===== src/rtl/vid_i2c_pkg.sv =====
package vid_i2c_pkg;

  typedef enum logic [2:0] {
    ST_IDLE,
    ST_ADDR,
    ST_AACK,
    ST_WR,
    ST_WACK,
    ST_RD,
    ST_RACK
  } bus_state_t;

  // strap drives two address bits
  function automatic logic [6:0] own_addr(input logic strap);
    return {strap, 1'b1, strap, 4'b0000};
  endfunction

endpackage


===== src/rtl/vid_i2c_linesync.sv =====
module vid_i2c_linesync (
  input  logic clk,
  input  logic rst,
  input  logic scl_i,
  input  logic sda_i,
  output logic scl_s,
  output logic sda_s,
  output logic scl_rise,
  output logic scl_fall,
  output logic bus_start,
  output logic bus_stop
);
  logic [1:0] scl_sr, sda_sr;
  logic       scl_p, sda_p;

  always_ff @(posedge clk) begin
    if (rst) begin
      scl_sr <= 2'b11;
      sda_sr <= 2'b11;
      scl_p  <= 1'b1;
      sda_p  <= 1'b1;
    end else begin
      scl_sr <= {scl_sr[0], scl_i};
      sda_sr <= {sda_sr[0], sda_i};
      scl_p  <= scl_sr[1];
      sda_p  <= sda_sr[1];
    end
  end

  assign scl_s     = scl_sr[1];
  assign sda_s     = sda_sr[1];
  assign scl_rise  = scl_s & ~scl_p;
  assign scl_fall  = ~scl_s & scl_p;
  assign bus_start = scl_s & scl_p & sda_p & ~sda_s;
  assign bus_stop  = scl_s & scl_p & ~sda_p & sda_s;
endmodule


===== src/rtl/vid_i2c_status.sv =====
module vid_i2c_status #(
  parameter int ADCW = 6,
  parameter int IDW  = 3
) (
  input  logic            clk,
  input  logic            rst,
  input  logic            pwr_fail_i,
  input  logic            clr_req,
  input  logic [IDW-1:0]  chip_id_i,
  input  logic [ADCW-1:0] adc_a_i,
  input  logic            adc_a_valid_i,
  input  logic [ADCW-1:0] adc_b_i,
  input  logic            adc_b_valid_i,
  input  logic [1:0]      sel,
  output logic            pdd_q,
  output logic            strobe_q,
  output logic [7:0]      rd_byte
);
  localparam int IDPAD  = 7 - IDW;
  localparam int ADCPAD = 7 - ADCW;

  always_ff @(posedge clk) begin
    if (rst) begin
      pdd_q    <= 1'b1;
      strobe_q <= 1'b0;
    end else begin
      strobe_q <= clr_req;
      if (pwr_fail_i)   pdd_q <= 1'b1;
      else if (clr_req) pdd_q <= 1'b0;
    end
  end

  always_comb begin
    case (sel)
      2'd0:    rd_byte = {pdd_q, {IDPAD{1'b0}}, chip_id_i};
      2'd1:    rd_byte = {adc_a_valid_i, {ADCPAD{1'b0}}, adc_a_i};
      2'd2:    rd_byte = {adc_b_valid_i, {ADCPAD{1'b0}}, adc_b_i};
      default: rd_byte = 8'h00;
    endcase
  end
endmodule


===== src/rtl/vid_i2c_ctlregs.sv =====
module vid_i2c_ctlregs #(
  parameter int NREG = 4
) (
  input  logic            clk,
  input  logic            rst,
  input  logic            wr_req,
  input  logic [7:0]      wr_ptr,
  input  logic [7:0]      wr_data,
  output logic [NREG*8-1:0] regs_flat
);
  logic [7:0] regs [NREG];

  always_ff @(posedge clk) begin
    if (rst) begin
      for (int i = 0; i < NREG; i++) regs[i] <= 8'h00;
    end else if (wr_req) begin
      for (int i = 0; i < NREG; i++)
        if (wr_ptr == 8'(i)) regs[i] <= wr_data;
    end
  end

  genvar g;
  generate
    for (g = 0; g < NREG; g++) begin : g_flat
      assign regs_flat[g*8 +: 8] = regs[g];
    end
  endgenerate
endmodule


===== src/rtl/vid_i2c_regbank.sv =====
module vid_i2c_regbank
  import vid_i2c_pkg::*;
#(
  parameter int NREG = 4,
  parameter int ADCW = 6,
  parameter int IDW  = 3
) (
  input  logic              clk,
  input  logic              rst,
  input  logic              scl_i,
  input  logic              sda_i,
  output logic              sda_drive_low_o,
  input  logic              adr_strap_i,
  input  logic              pwr_fail_i,
  input  logic [IDW-1:0]    chip_id_i,
  input  logic [ADCW-1:0]   adc_a_i,
  input  logic              adc_a_valid_i,
  input  logic [ADCW-1:0]   adc_b_i,
  input  logic              adc_b_valid_i,
  output logic [NREG*8-1:0] ctrl_o,
  output logic              bus_ctrl_o,
  output logic              rd_strobe_o
);
  localparam logic [7:0] NREG_B = 8'(NREG);

  logic scl_s, sda_s, scl_rise, scl_fall, bus_start, bus_stop;
  bus_state_t st;
  logic [3:0] bitcnt;
  logic [7:0] sh, tx, ptr;
  logic       rw, first, macked, drv;
  logic [1:0] rd_idx, rd_sel;
  logic [7:0] rd_byte;
  logic       pdd_q, wr_req, clr_req;

  vid_i2c_linesync u_sync (
    .clk(clk), .rst(rst), .scl_i(scl_i), .sda_i(sda_i),
    .scl_s(scl_s), .sda_s(sda_s), .scl_rise(scl_rise), .scl_fall(scl_fall),
    .bus_start(bus_start), .bus_stop(bus_stop)
  );

  assign wr_req  = (st == ST_WR) && scl_fall && (bitcnt == 4'd8) && !first && (ptr < NREG_B)
                   && !bus_start && !bus_stop;
  assign clr_req = (st == ST_RACK) && scl_rise && !sda_s && (rd_idx == 2'd0)
                   && !bus_start && !bus_stop;
  assign rd_sel  = (st == ST_AACK) ? 2'd0 : rd_idx;

  vid_i2c_status #(.ADCW(ADCW), .IDW(IDW)) u_stat (
    .clk(clk), .rst(rst), .pwr_fail_i(pwr_fail_i), .clr_req(clr_req),
    .chip_id_i(chip_id_i), .adc_a_i(adc_a_i), .adc_a_valid_i(adc_a_valid_i),
    .adc_b_i(adc_b_i), .adc_b_valid_i(adc_b_valid_i), .sel(rd_sel),
    .pdd_q(pdd_q), .strobe_q(rd_strobe_o), .rd_byte(rd_byte)
  );

  vid_i2c_ctlregs #(.NREG(NREG)) u_regs (
    .clk(clk), .rst(rst), .wr_req(wr_req), .wr_ptr(ptr), .wr_data(sh),
    .regs_flat(ctrl_o)
  );

  always_ff @(posedge clk) begin
    if (rst) begin
      st     <= ST_IDLE;
      bitcnt <= 4'd0;
      sh     <= 8'h00;
      tx     <= 8'h00;
      ptr    <= 8'h00;
      rw     <= 1'b0;
      first  <= 1'b0;
      macked <= 1'b0;
      drv    <= 1'b0;
      rd_idx <= 2'd0;
    end else if (bus_start) begin
      st     <= ST_ADDR;
      bitcnt <= 4'd0;
      drv    <= 1'b0;
    end else if (bus_stop) begin
      st  <= ST_IDLE;
      drv <= 1'b0;
    end else begin
      case (st)
        ST_ADDR, ST_WR: begin
          if (scl_rise && bitcnt < 4'd8) begin
            sh     <= {sh[6:0], sda_s};
            bitcnt <= bitcnt + 4'd1;
          end else if (scl_fall && bitcnt == 4'd8) begin
            if (st == ST_ADDR) begin
              if (sh[7:1] == own_addr(adr_strap_i)) begin
                st  <= ST_AACK;
                drv <= 1'b1;
                rw  <= sh[0];
              end else begin
                st <= ST_IDLE;
              end
            end else begin
              st  <= ST_WACK;
              drv <= 1'b1;
              if (first) begin
                ptr   <= sh;
                first <= 1'b0;
              end else begin
                ptr <= ptr + 8'd1;
              end
            end
          end
        end
        ST_AACK: if (scl_fall) begin
          if (rw) begin
            st     <= ST_RD;
            rd_idx <= 2'd0;
            tx     <= {rd_byte[6:0], 1'b0};
            drv    <= ~rd_byte[7];
            bitcnt <= 4'd1;
          end else begin
            st     <= ST_WR;
            first  <= 1'b1;
            drv    <= 1'b0;
            bitcnt <= 4'd0;
          end
        end
        ST_WACK: if (scl_fall) begin
          st     <= ST_WR;
          drv    <= 1'b0;
          bitcnt <= 4'd0;
        end
        ST_RD: if (scl_fall) begin
          if (bitcnt == 4'd8) begin
            st  <= ST_RACK;
            drv <= 1'b0;
          end else begin
            drv    <= ~tx[7];
            tx     <= {tx[6:0], 1'b0};
            bitcnt <= bitcnt + 4'd1;
          end
        end
        ST_RACK: begin
          if (scl_rise) begin
            macked <= ~sda_s;
            if (!sda_s && rd_idx != 2'd3) rd_idx <= rd_idx + 2'd1;
          end else if (scl_fall) begin
            if (macked) begin
              st     <= ST_RD;
              tx     <= {rd_byte[6:0], 1'b0};
              drv    <= ~rd_byte[7];
              bitcnt <= 4'd1;
            end else begin
              st <= ST_IDLE;
            end
          end
        end
        default: ;
      endcase
    end
  end

  assign sda_drive_low_o = drv;
  assign bus_ctrl_o      = ctrl_o[0];
endmodule


===== config.mk =====
export PLATFORM = sky130hd
export DESIGN_NAME = vid_i2c_regbank
export DESIGN_NICKNAME = d
export VERILOG_FILES = /design/src/rtl/vid_i2c_pkg.sv /design/src/rtl/vid_i2c_linesync.sv /design/src/rtl/vid_i2c_status.sv /design/src/rtl/vid_i2c_ctlregs.sv /design/src/rtl/vid_i2c_regbank.sv
export SDC_FILE = /design/constraint.sdc
export NUM_CORES = 1
export LEC_CHECK = 0
export ABC_AREA = 1
export CAP_MARGIN = 20
export CORE_AREA = 2 2 97 80
export DETAILED_ROUTE_END_ITERATION = 10
export DIE_AREA = 0 0 99 82
export DONT_BUFFER_PORTS = 1
export GPL_ROUTABILITY_DRIVEN = 0
export HOLD_SLACK_MARGIN = 0.05
export PLACE_DENSITY = 0.67
export REMOVE_ABC_BUFFERS = 1
export SLEW_MARGIN = 10
export SYNTH_ARGS = -nofsm -noshare
export SYNTH_HDL_FRONTEND = slang
export SYNTH_SLANG_ARGS = --single-unit

===== constraint.sdc =====
create_clock -name clk -period 2.6 [get_ports clk]
set_input_delay 0.52 -clock clk [delete_from_list [all_inputs] [get_ports clk]]
set_output_delay 0.52 -clock clk [all_outputs]
set_load 0.03 [all_outputs]

# --- Yosys cells after proc, flatten, opt, wreduce, memory -nomap -nowiden ---
# Memory sizes are Yosys's and may differ from the RTL's.
# Index checks and enable logic that the tools add are counted.
# W data, S select, Z words.
totals:
  register_bits: 45
  latch_bits: 0
  ramBits: 32
  mem_bits_ro: 0
  output_inout_bits: 35
  elab_cells: 206
  memories: 1
memory_table:
  columns: ["name", "words", "word_bits", "read_ports", "rd_clocked_by_memory_dff", "wr", "line_no", "text"]
  rows:
  - ["u_regs.regs", 4, 8, 4, 0, 4, "vid_i2c_ctlregs.sv:11", "logic [7:0] regs [NREG];"]
classes:
  addsub: 3
  mul: 0
  div_mod_pow: 0
  order_cmp: 2
  n_eq_ne: 39
  n_shift: 0
  n_mux: 82
  bitwise: 21
  reduce_logical: 41
ops:
  columns: ["cell", "n"]
  rows:
  - ["$mux W8", 12]
  - ["$pmux W8 S3", 2]
  - ["$mux W1", 38]
  - ["$mux W3", 11]
  - ["$mux W4", 8]
  - ["$ne A2 B2 Y1 const B", 16]
  - ["$ne A4 B4 Y1 const B", 8]
  - ["$reduce_and A10 Y1", 3]
  - ["$pmux W4 S5", 1]
  - ["$reduce_and A9 Y1", 2]
  - ["$eq A8 B2 Y1 const B", 2]
  - ["$pmux W3 S5", 1]
  - ["$logic_and A1 B1 Y1", 14]
  - ["$reduce_and A7 Y1", 2]
  - ["$mux W2", 6]
  - ["$not A1 Y1", 10]
  - ["$eq A3 B3 Y1 const B", 3]
  - ["$add A8 B1 Y8 const B", 1]
  - ["$eq A8 B1 Y1 const B", 1]
  - ["$logic_not A8 Y1", 1]
  - ["$lt A8 B3 Y1 const B", 1]
  - ["$reduce_and A4 Y1", 2]
  - ["$reduce_and A8 Y1", 1]
  - ["$and A1 B1 Y1", 7]
  - ["other kinds (24)", 35]

# --- Longest topological paths before layout ---
# Gate-level depths: netlist of the first run.
logic_depth:
  depth_word: 12
  depth_mapped: 12
  ltp_nobuf: 12

# --- Hierarchy ---
# Synthesis of the first run repeated with hierarchy kept, for this count alone.
unflattened:
  hier_cells: 517
  area_unflattened_um2: 3946.3
by_module_without_submodules:
  columns: ["module", "n_inst", "cells_each", "area_each_um2", "seq_area_each_um2"]
  rows:
  - ["vid_i2c_regbank", 1, 352, 2243.4, 720.7]
  - ["vid_i2c_ctlregs", 1, 102, 1302.5, 960.9]
  - ["vid_i2c_status", 1, 39, 202.7, 40.0]
  - ["vid_i2c_linesync", 1, 24, 197.7, 120.1]

# --- Worst setup path after synthesis of the first run ---
# OpenSTA, ideal clock, no wires.
synth_path:
  path_type: "register -> register"
  start: "register bitcnt[0]"
  end: "memory u_regs.regs[0][0] (enable)"
  setup_time_ns: 0.384
  arrival_ns: 1.909
  path_slack_ns: 0.307
  stages_incl_launch_ff: 10
  synth_period_minus_slack_ns: 2.293
  cell_sequence: "dfxtp_1 inv_1 ha_1 nand2_1 nor2_1 nand2_1 nor3_4 buf_6 nand2_1 o21ai_0"
synth_lines:
  columns: ["item", "line_no", "text"]
  rows:
  - ["from (decl)", "vid_i2c_regbank.sv:28", "logic [3:0] bitcnt;"]
  - ["from (signal assigned)", "vid_i2c_regbank.sv:83", "bitcnt <= bitcnt + 4'd1;"]
  - ["from (signal assigned)", "vid_i2c_regbank.sv:131", "bitcnt <= bitcnt + 4'd1;"]
  - ["to (decl)", "vid_i2c_ctlregs.sv:11", null]

==> summary.txt, run 1 <==
Status
  – Outcome: finished clean

GRT
  – Largest net degree at the start of global routing: 19
  – GRT overflow: 0
  – Vias in the first global route: 2,758
  – All-Layer GR Usage: 0.216
  – First-pass GRT wire length: 13,500 um
  – Initial antenna violation count: 0

Drt
  – Antenna-violating nets left: 0
  – Via count: 3,100
  – Via-to-Cell Ratio: 5.33
  – Drt total wl: 8340 um
  – WL per Instance: 14.3 um
  – Post-route DRC: 0
  – Starting DRT DRC Count: 217
  – Pre-antenna DRT Iters: 5

Final layout
  – Util after Layout: 0.569
  – Share of cells above drive strength 1: 0.108
  – Diodes inserted: 0
  – Most frequent cells in the layout: nand2_1 (102), nor2_1 (94), inv_1 (51), dfxtp_1 (44)
  – Final Non-Filler Cells: 582
  – Final #Nets: 518
  – Area grow syn2layout: 6.63%
  – Commonest non-fill, non-tap cell in the layout: nand2_1

Synthesis
  – Post-synthesis async set-or-reset flop share: 0
  – Syn Inst Count: 482
  – Mapped Area: 3830 um2
  – Most common flop cell mapped by yosys: dfxtp_1
  – Yosys reg bits: 76
  – Synth Area per Inst: 7.95 um2
  – Syn. warnings: 0
  – Post-synth EDFFs: 32
  – Sequential share of the synthesized area: 0.481
  – Count of cell types in the netlist: 39

Die
  – Die footprint: 8120 um2
  – Row cnt: 28
  – Top-Level Pins: 58
  – Initial Util: 0.533
  – Die Width: 99 um
  – Core area: 7180 um2
  – Die H: 82 um

Critical path
  – CP arrival: 2.11 ns
  – Crit end category: register
  – Worst EP required: 2.68 ns
  – Register-to-Register Path Depth: 6
  – Internal reg-to-reg setup slack: 0.57 ns
  – Startpoint types: register
  – Max Fanout on Critical Path: 11
  – Class of the most critical setup path: reg -> reg

Clocking
  – H-tree depth: 3
  – CTS root buf: clkbuf_8
  – Max Root-Sink Buffers: 2
  – Clock-pin slew of the registers on the worst-case setup and hold paths: 0.09 ns
  – CTS tree: built
  – Number of CTS-inserted buffers: 9
  – Clock Sinks: 76
  – Source-to-sink clock delay at the later pin of the worst-skew pair: 0.36 ns
  – CTS Hold Bufs: 0
  – Resized cells post-CTS: 0
  – Post-CTS Repair Setup Buffers: 0

Place
  – Placed cells: 566
  – Place WS: 0.585 ns
  – DP Wirelength: 6020 um
  – Port buffer count: 0

Worst hold path
  – Hold depth: 1
  – HP Class: in -> reg

STA
  – Slew Limit Fails: 0
  – Max Clk Rate: 492 MHz
  – Unrepaired setup endpoints after global routing: false
  – Final hold vios: 0
  – Hold_ws: 0.217 ns
  – Final Setup Violations: 0
  – Layout Skew: 0.00644 ns
  – Slew at the pin closest to its max-slew limit: 0.571 ns
  – Slew headroom: 0.618
  – TNS Setup: 0 ns
  – Post-route setup slack: 0.566 ns
  – Final cycle utilization of the critical path: 0.782
  – Final min period: 2.03 ns

Power
  – Worst VDD drop: 0.335 mV
  – PwrDens: 770 nW/um2
  – Static leakage: 1.63 nW

Run
  – Max-cap violation count: 0
==> registers in the layout, indices dropped and copies added (netlist names), 2 cells and up <==
register	count
u_sync.scl_sr	2
st	3
u_regs.regs	32
bitcnt	4
tx	7
rd_idx	2
sh	8
ptr	8
u_sync.sda_sr	2
==> worst paths after layout <==
| path | to | start |
|---|---|---|
| max | u_regs.regs[0][4]$_SDFFCE_PN0P_ | first$_SDFFE_PP0P_ |
| min | ptr[6]$_SDFFE_PP0P_ | rst |
| max reg2reg | u_regs.regs[0][4]$_SDFFCE_PN0P_ | first$_SDFFE_PP0P_ |
| min reg2reg | u_sync.scl_sr[1]$_SDFF_PP1_ | u_sync.scl_sr[0]$_SDFF_PP1_ |
==> Yosys cell counts, drive strengths merged (4+ instances only) <==
master,n,share of area
nor2,100,0.11
buf,9,0.020
nand2,107,0.11
clkbuf,4,0.0039
nand4,15,0.032
inv,56,0.055
nand3,24,0.039
ha,8,0.026
a21oi,27,0.035
o21ai,34,0.045
dfxtp,44,0.23
edfxtp,32,0.25
or2,5,0.0082
==> critical path, cell delays in order (launching register included) <==
cell	delay, ns
dfxtp_1	0.39
clkinv_1	0.18
nand4_1	0.10
nor2_1	0.45
nand2_1	0.20
o21ai_0	0.21
buf_4	0.20
==> metrics by stage <==
stage          instance area, um2  total power [mW]
6_report                     4080              3.14
5_1_grt                      4080              3.35
4_1_cts                      4080              3.15
3_5_place_dp                 3900              2.31
3_3_place_gp                 3900              2.30
2_1_floorplan                3740              2.14
==> cells by family (layout without fill, tap and decap cells) <==
group | after synthesis | count (layout) | synth area share
and+or+nand+nor | 255 | 255 | 0.308
xor gates and xnor gates | 3 | 3 | 0.00686
buffers and inverters | 70 | 80 | 0.0800
adders and majority gates | 8 | 8 | 0.0261
DFF | 76 | 76 | 0.481
AOI/OAI and AO/OA | 70 | 70 | 0.0980
==> per-layer routing <==
layer,vias up,GRT usage,wire length (um)
li1,1576,-,-
met1,1399,0.313,4130
met2,113,0.309,3530
met4,0,0.0849,126
met5,-,0,0
met3,12,0.0562,548
==> layout make-up <==
type	count	area (um2)
clock buffer	9	124
clock inverter	7	57.6
fill	651	3100
inverter	57	214
multi-input combinational	336	1680
sequential	76	1840
tap	90	113
timing repair buffer	7	52.6
==> report_power, final <==
part | internal, mW | leakage [nW] | total, mW | switching, mW
clock network | 0.358 | 0.0843 | 0.841 | 0.483
registers | 1.33 | 0.687 | 1.47 | 0.146
logic | 0.261 | 0.859 | 0.828 | 0.567
total | 1.95 | 1.63 | 3.14 | 1.20
No activity file was read; power rests on OpenSTA's default activity.
==> run 2: changes to the inputs <==
==> constraint.sdc (replaced) <==
create_clock -name clk -period 2 [get_ports clk]
set_input_delay 0.4 -clock clk [delete_from_list [all_inputs] [get_ports clk]]
set_output_delay 0.4 -clock clk [all_outputs]
set_load 0.03 [all_outputs]
==> run 2 against run 1 <==
Net effect:
- final area is 2.1% higher
- total power increased by 34%
- clock power up 41%
- count of clock-buffer cells in the layout rose by 1
- first-iteration DRC count up 12%
- combinational power increased by 36%
- setup slack got worse by 0.39 ns
- utilization rose by 1.2 points
- non-clock buffer count rose by 9
- maximum frequency rose by 12%
- sequential power increased by 30%
- critical path type unchanged
- critical endpoint is now u_regs.regs[1][3]$_SDFFCE_PN0P_
- largest power group unchanged
==> summary.txt, run 2 (synthesis results as in run 1) <==
Drt
  – Via-to-Cell Ratio: 5.29 (-0.73%)
  – Met1 WL: 4170 um (+1.1%)
  – Via count: 3,125 (+0.81%)
  – WL per Instance: 14.2 um (-1.2%)
  – Met2 WL: 3430 um (-2.9%)
  – Met3 wire length: 612 um (+12%)
  – Drt total wl: 8370 um (+0.32%)
  – Antenna-violating nets left: 0 (unchanged)
  – Starting DRT DRC Count: 242 (+12%)
  – Pre-antenna DRT Iters: 5 (unchanged)
  – Post-route DRC: 0 (unchanged)
  – Top Metal Used: met4

Final layout
  – Max FFs per register: 32 (unchanged)
  – Diodes inserted: 0 (unchanged)
  – Util after Layout: 0.581 (+0.0122)
  – Largest register by flop count: u_regs.regs
  – Share of cells above drive strength 1: 0.124 (+0.0160)
  – Final #Nets: 527 (+1.7%)
  – Area grow syn2layout: 8.92%
  – Most frequent cells in the layout: nand2_1 (102), nor2_1 (93), inv_1 (51), dfxtp_1 (44), edfxtp_1 (32)
  – Final instance area: 4170 um2 (+2.1%)
  – Regs by FF count: u_regs.regs x32, ptr x8, sh x8
  – Final Non-Filler Cells: 591 (+1.5%)
  – Commonest non-fill, non-tap cell in the layout: nand2_1

Power
  – PwrDens: 1010 nW/um2 (+32%)
  – Worst VDD drop: 0.608 mV (+82%)
  – Final Power: 4.23 mW (+34%)
  – Static leakage: 1.68 nW (+2.9%)

GRT
  – Vias in the first global route: 2,694 (-2.3%)
  – First-pass GRT wire length: 13,700 um (+0.98%)
  – All-Layer GR Usage: 0.219 (+0.00262)
  – Largest net degree at the start of global routing: 18 (-1)
  – Initial antenna violation count: 0 (unchanged)
  – GRT overflow: 0 (unchanged)

Die
  – Die H: 82 um (unchanged)
  – Core area: 7180 um2 (unchanged)
  – Die Width: 99 um (unchanged)
  – Initial Util: 0.533 (unchanged)
  – Top-Level Pins: 58 (unchanged)
  – Die footprint: 8120 um2 (unchanged)
  – Row cnt: 28 (unchanged)

Status
  – Outcome: finished clean

Critical path
  – Worst EP required: 2.22 ns (-0.46 ns)
  – CP arrival: 2.04 ns (-0.07 ns)
  – Crit end category: register
  – Max Fanout on Critical Path: 12 (+1)
  – Startpoint types: register
  – Class of the most critical setup path: reg -> reg

STA
  – Final hold vios: 0 (unchanged)
  – Final Setup Violations: 0 (unchanged)
  – Slew Limit Fails: 0 (unchanged)
  – Slew at the pin closest to its max-slew limit: 0.541 ns (-0.0308 ns)
  – Final min period: 1.82 ns (-0.211 ns)
  – Hold_ws: 0.103 ns (-0.114 ns)
  – Final cycle utilization of the critical path: 0.911 (+0.129)
  – Layout Skew: 0.00659 ns (+0.000150 ns)
  – Unrepaired setup endpoints after global routing: true
  – Slew headroom: 0.640 (+0.0227)
  – Max Clk Rate: 549 MHz (+12%)

Clocking
  – Clock Sinks: 76 (unchanged)
  – Source-to-sink clock delay at the later pin of the worst-skew pair: 0.36 ns (about the same)
  – Number of CTS-inserted buffers: 9 (unchanged)
  – Max Root-Sink Buffers: 2 (unchanged)
  – CTS root buf: clkbuf_8
  – CTS Hold Bufs: 0 (unchanged)
  – H-tree depth: 3 (unchanged)
  – CTS tree: built
  – Clock-pin slew of the registers on the worst-case setup and hold paths: 0.08 ns (about the same)

Place
  – DP Wirelength: 6150 um (+2.2%)
  – Post-DP Area: 3960 um2 (+1.3%)
  – Placed cells: 573 (+1.2%)
  – Port buffer count: 0 (unchanged)

Run
  – Max-cap violation count: 0 (unchanged)

Worst hold path
  – HP Class: in -> reg
## run 2: changes by cell type in the layout (fill, tap and decap cells not counted)
cell | previous run | this run
inv_8 | 1 | 0
clkinvlp_2 | 1 | 0
clkbuf_1 | 0 | 1
bufinv_16 | 0 | 1
o21ai_1 | 1 | 3
nor2_1 | 94 | 93
nor2_2 | 2 | 3
buf_4 | 7 | 16
o21ai_0 | 32 | 30
## run 2: path summary, 6_finish.rpt
check	start	to	slack [ns]	cells after the start
worst min register to register	u_sync.sda_sr[0]$_SDFF_PP1_	u_sync.sda_sr[1]$_SDFF_PP1_	0.42	1
worst min-delay path	rst	u_stat.strobe_q$_SDFF_PP0_	0.10	1
worst max-delay path	bitcnt[0]$_SDFFE_PP0P_	u_regs.regs[1][3]$_SDFFCE_PN0P_	0.18	10
worst max register to register	bitcnt[0]$_SDFFE_PP0P_	u_regs.regs[1][3]$_SDFFCE_PN0P_	0.18	10
## run 2: through the flow
stage / setup WS, ns / TNS [ns]
5_1_grt: -0.00292 / -0.00790
3_5_place_dp: 0.0573 / 0
4_1_cts: 0.0375 / 0
2_1_floorplan: -0.396 / -12.66
6_report: 0.177 / 0
3_3_place_gp: 0.158 / 0
## run 2: layer usage
metal | global-route usage | vias up
met1 | 0.319 | 1383
met4 | 0.0836 | 0
met5 | 0 | -
met3 | 0.0519 | 14
li1 | - | 1596
met2 | 0.316 | 132
## run 2: repair_timing
item,in CTS,in global routing
setup buffers,0,2
endpoints found under the setup margin,0,48
gates resized for setup,0,3
## run 2: cell type report
type	count	area [um2]
multi-input cells	336	1680
flip-flops and latches	76	1840
well taps	90	113
fillers	647	3010
repair buffers	16	120
clock buffers	10	128
inverters	57	214
clock inverters	6	71.3
## run 2: critical path, stage by stage (launching register included)
cell and delay [ns]:
dfxtp_1 0.35, inv_1 0.07, ha_1 0.13, nand2_1 0.06, nor2_2 0.12, nand2_1 0.13
nor3_4 0.16, buf_4 0.24, nand4_1 0.14, buf_4 0.20, nor2_1 0.09
## run 2: power by group
part	switching [mW]	total, mW	internal [mW]
Combinational	0.761	1.13	0.371
Sequential	0.181	1.91	1.73
Clock	0.599	1.19	0.587
Total	1.54	4.23	2.69
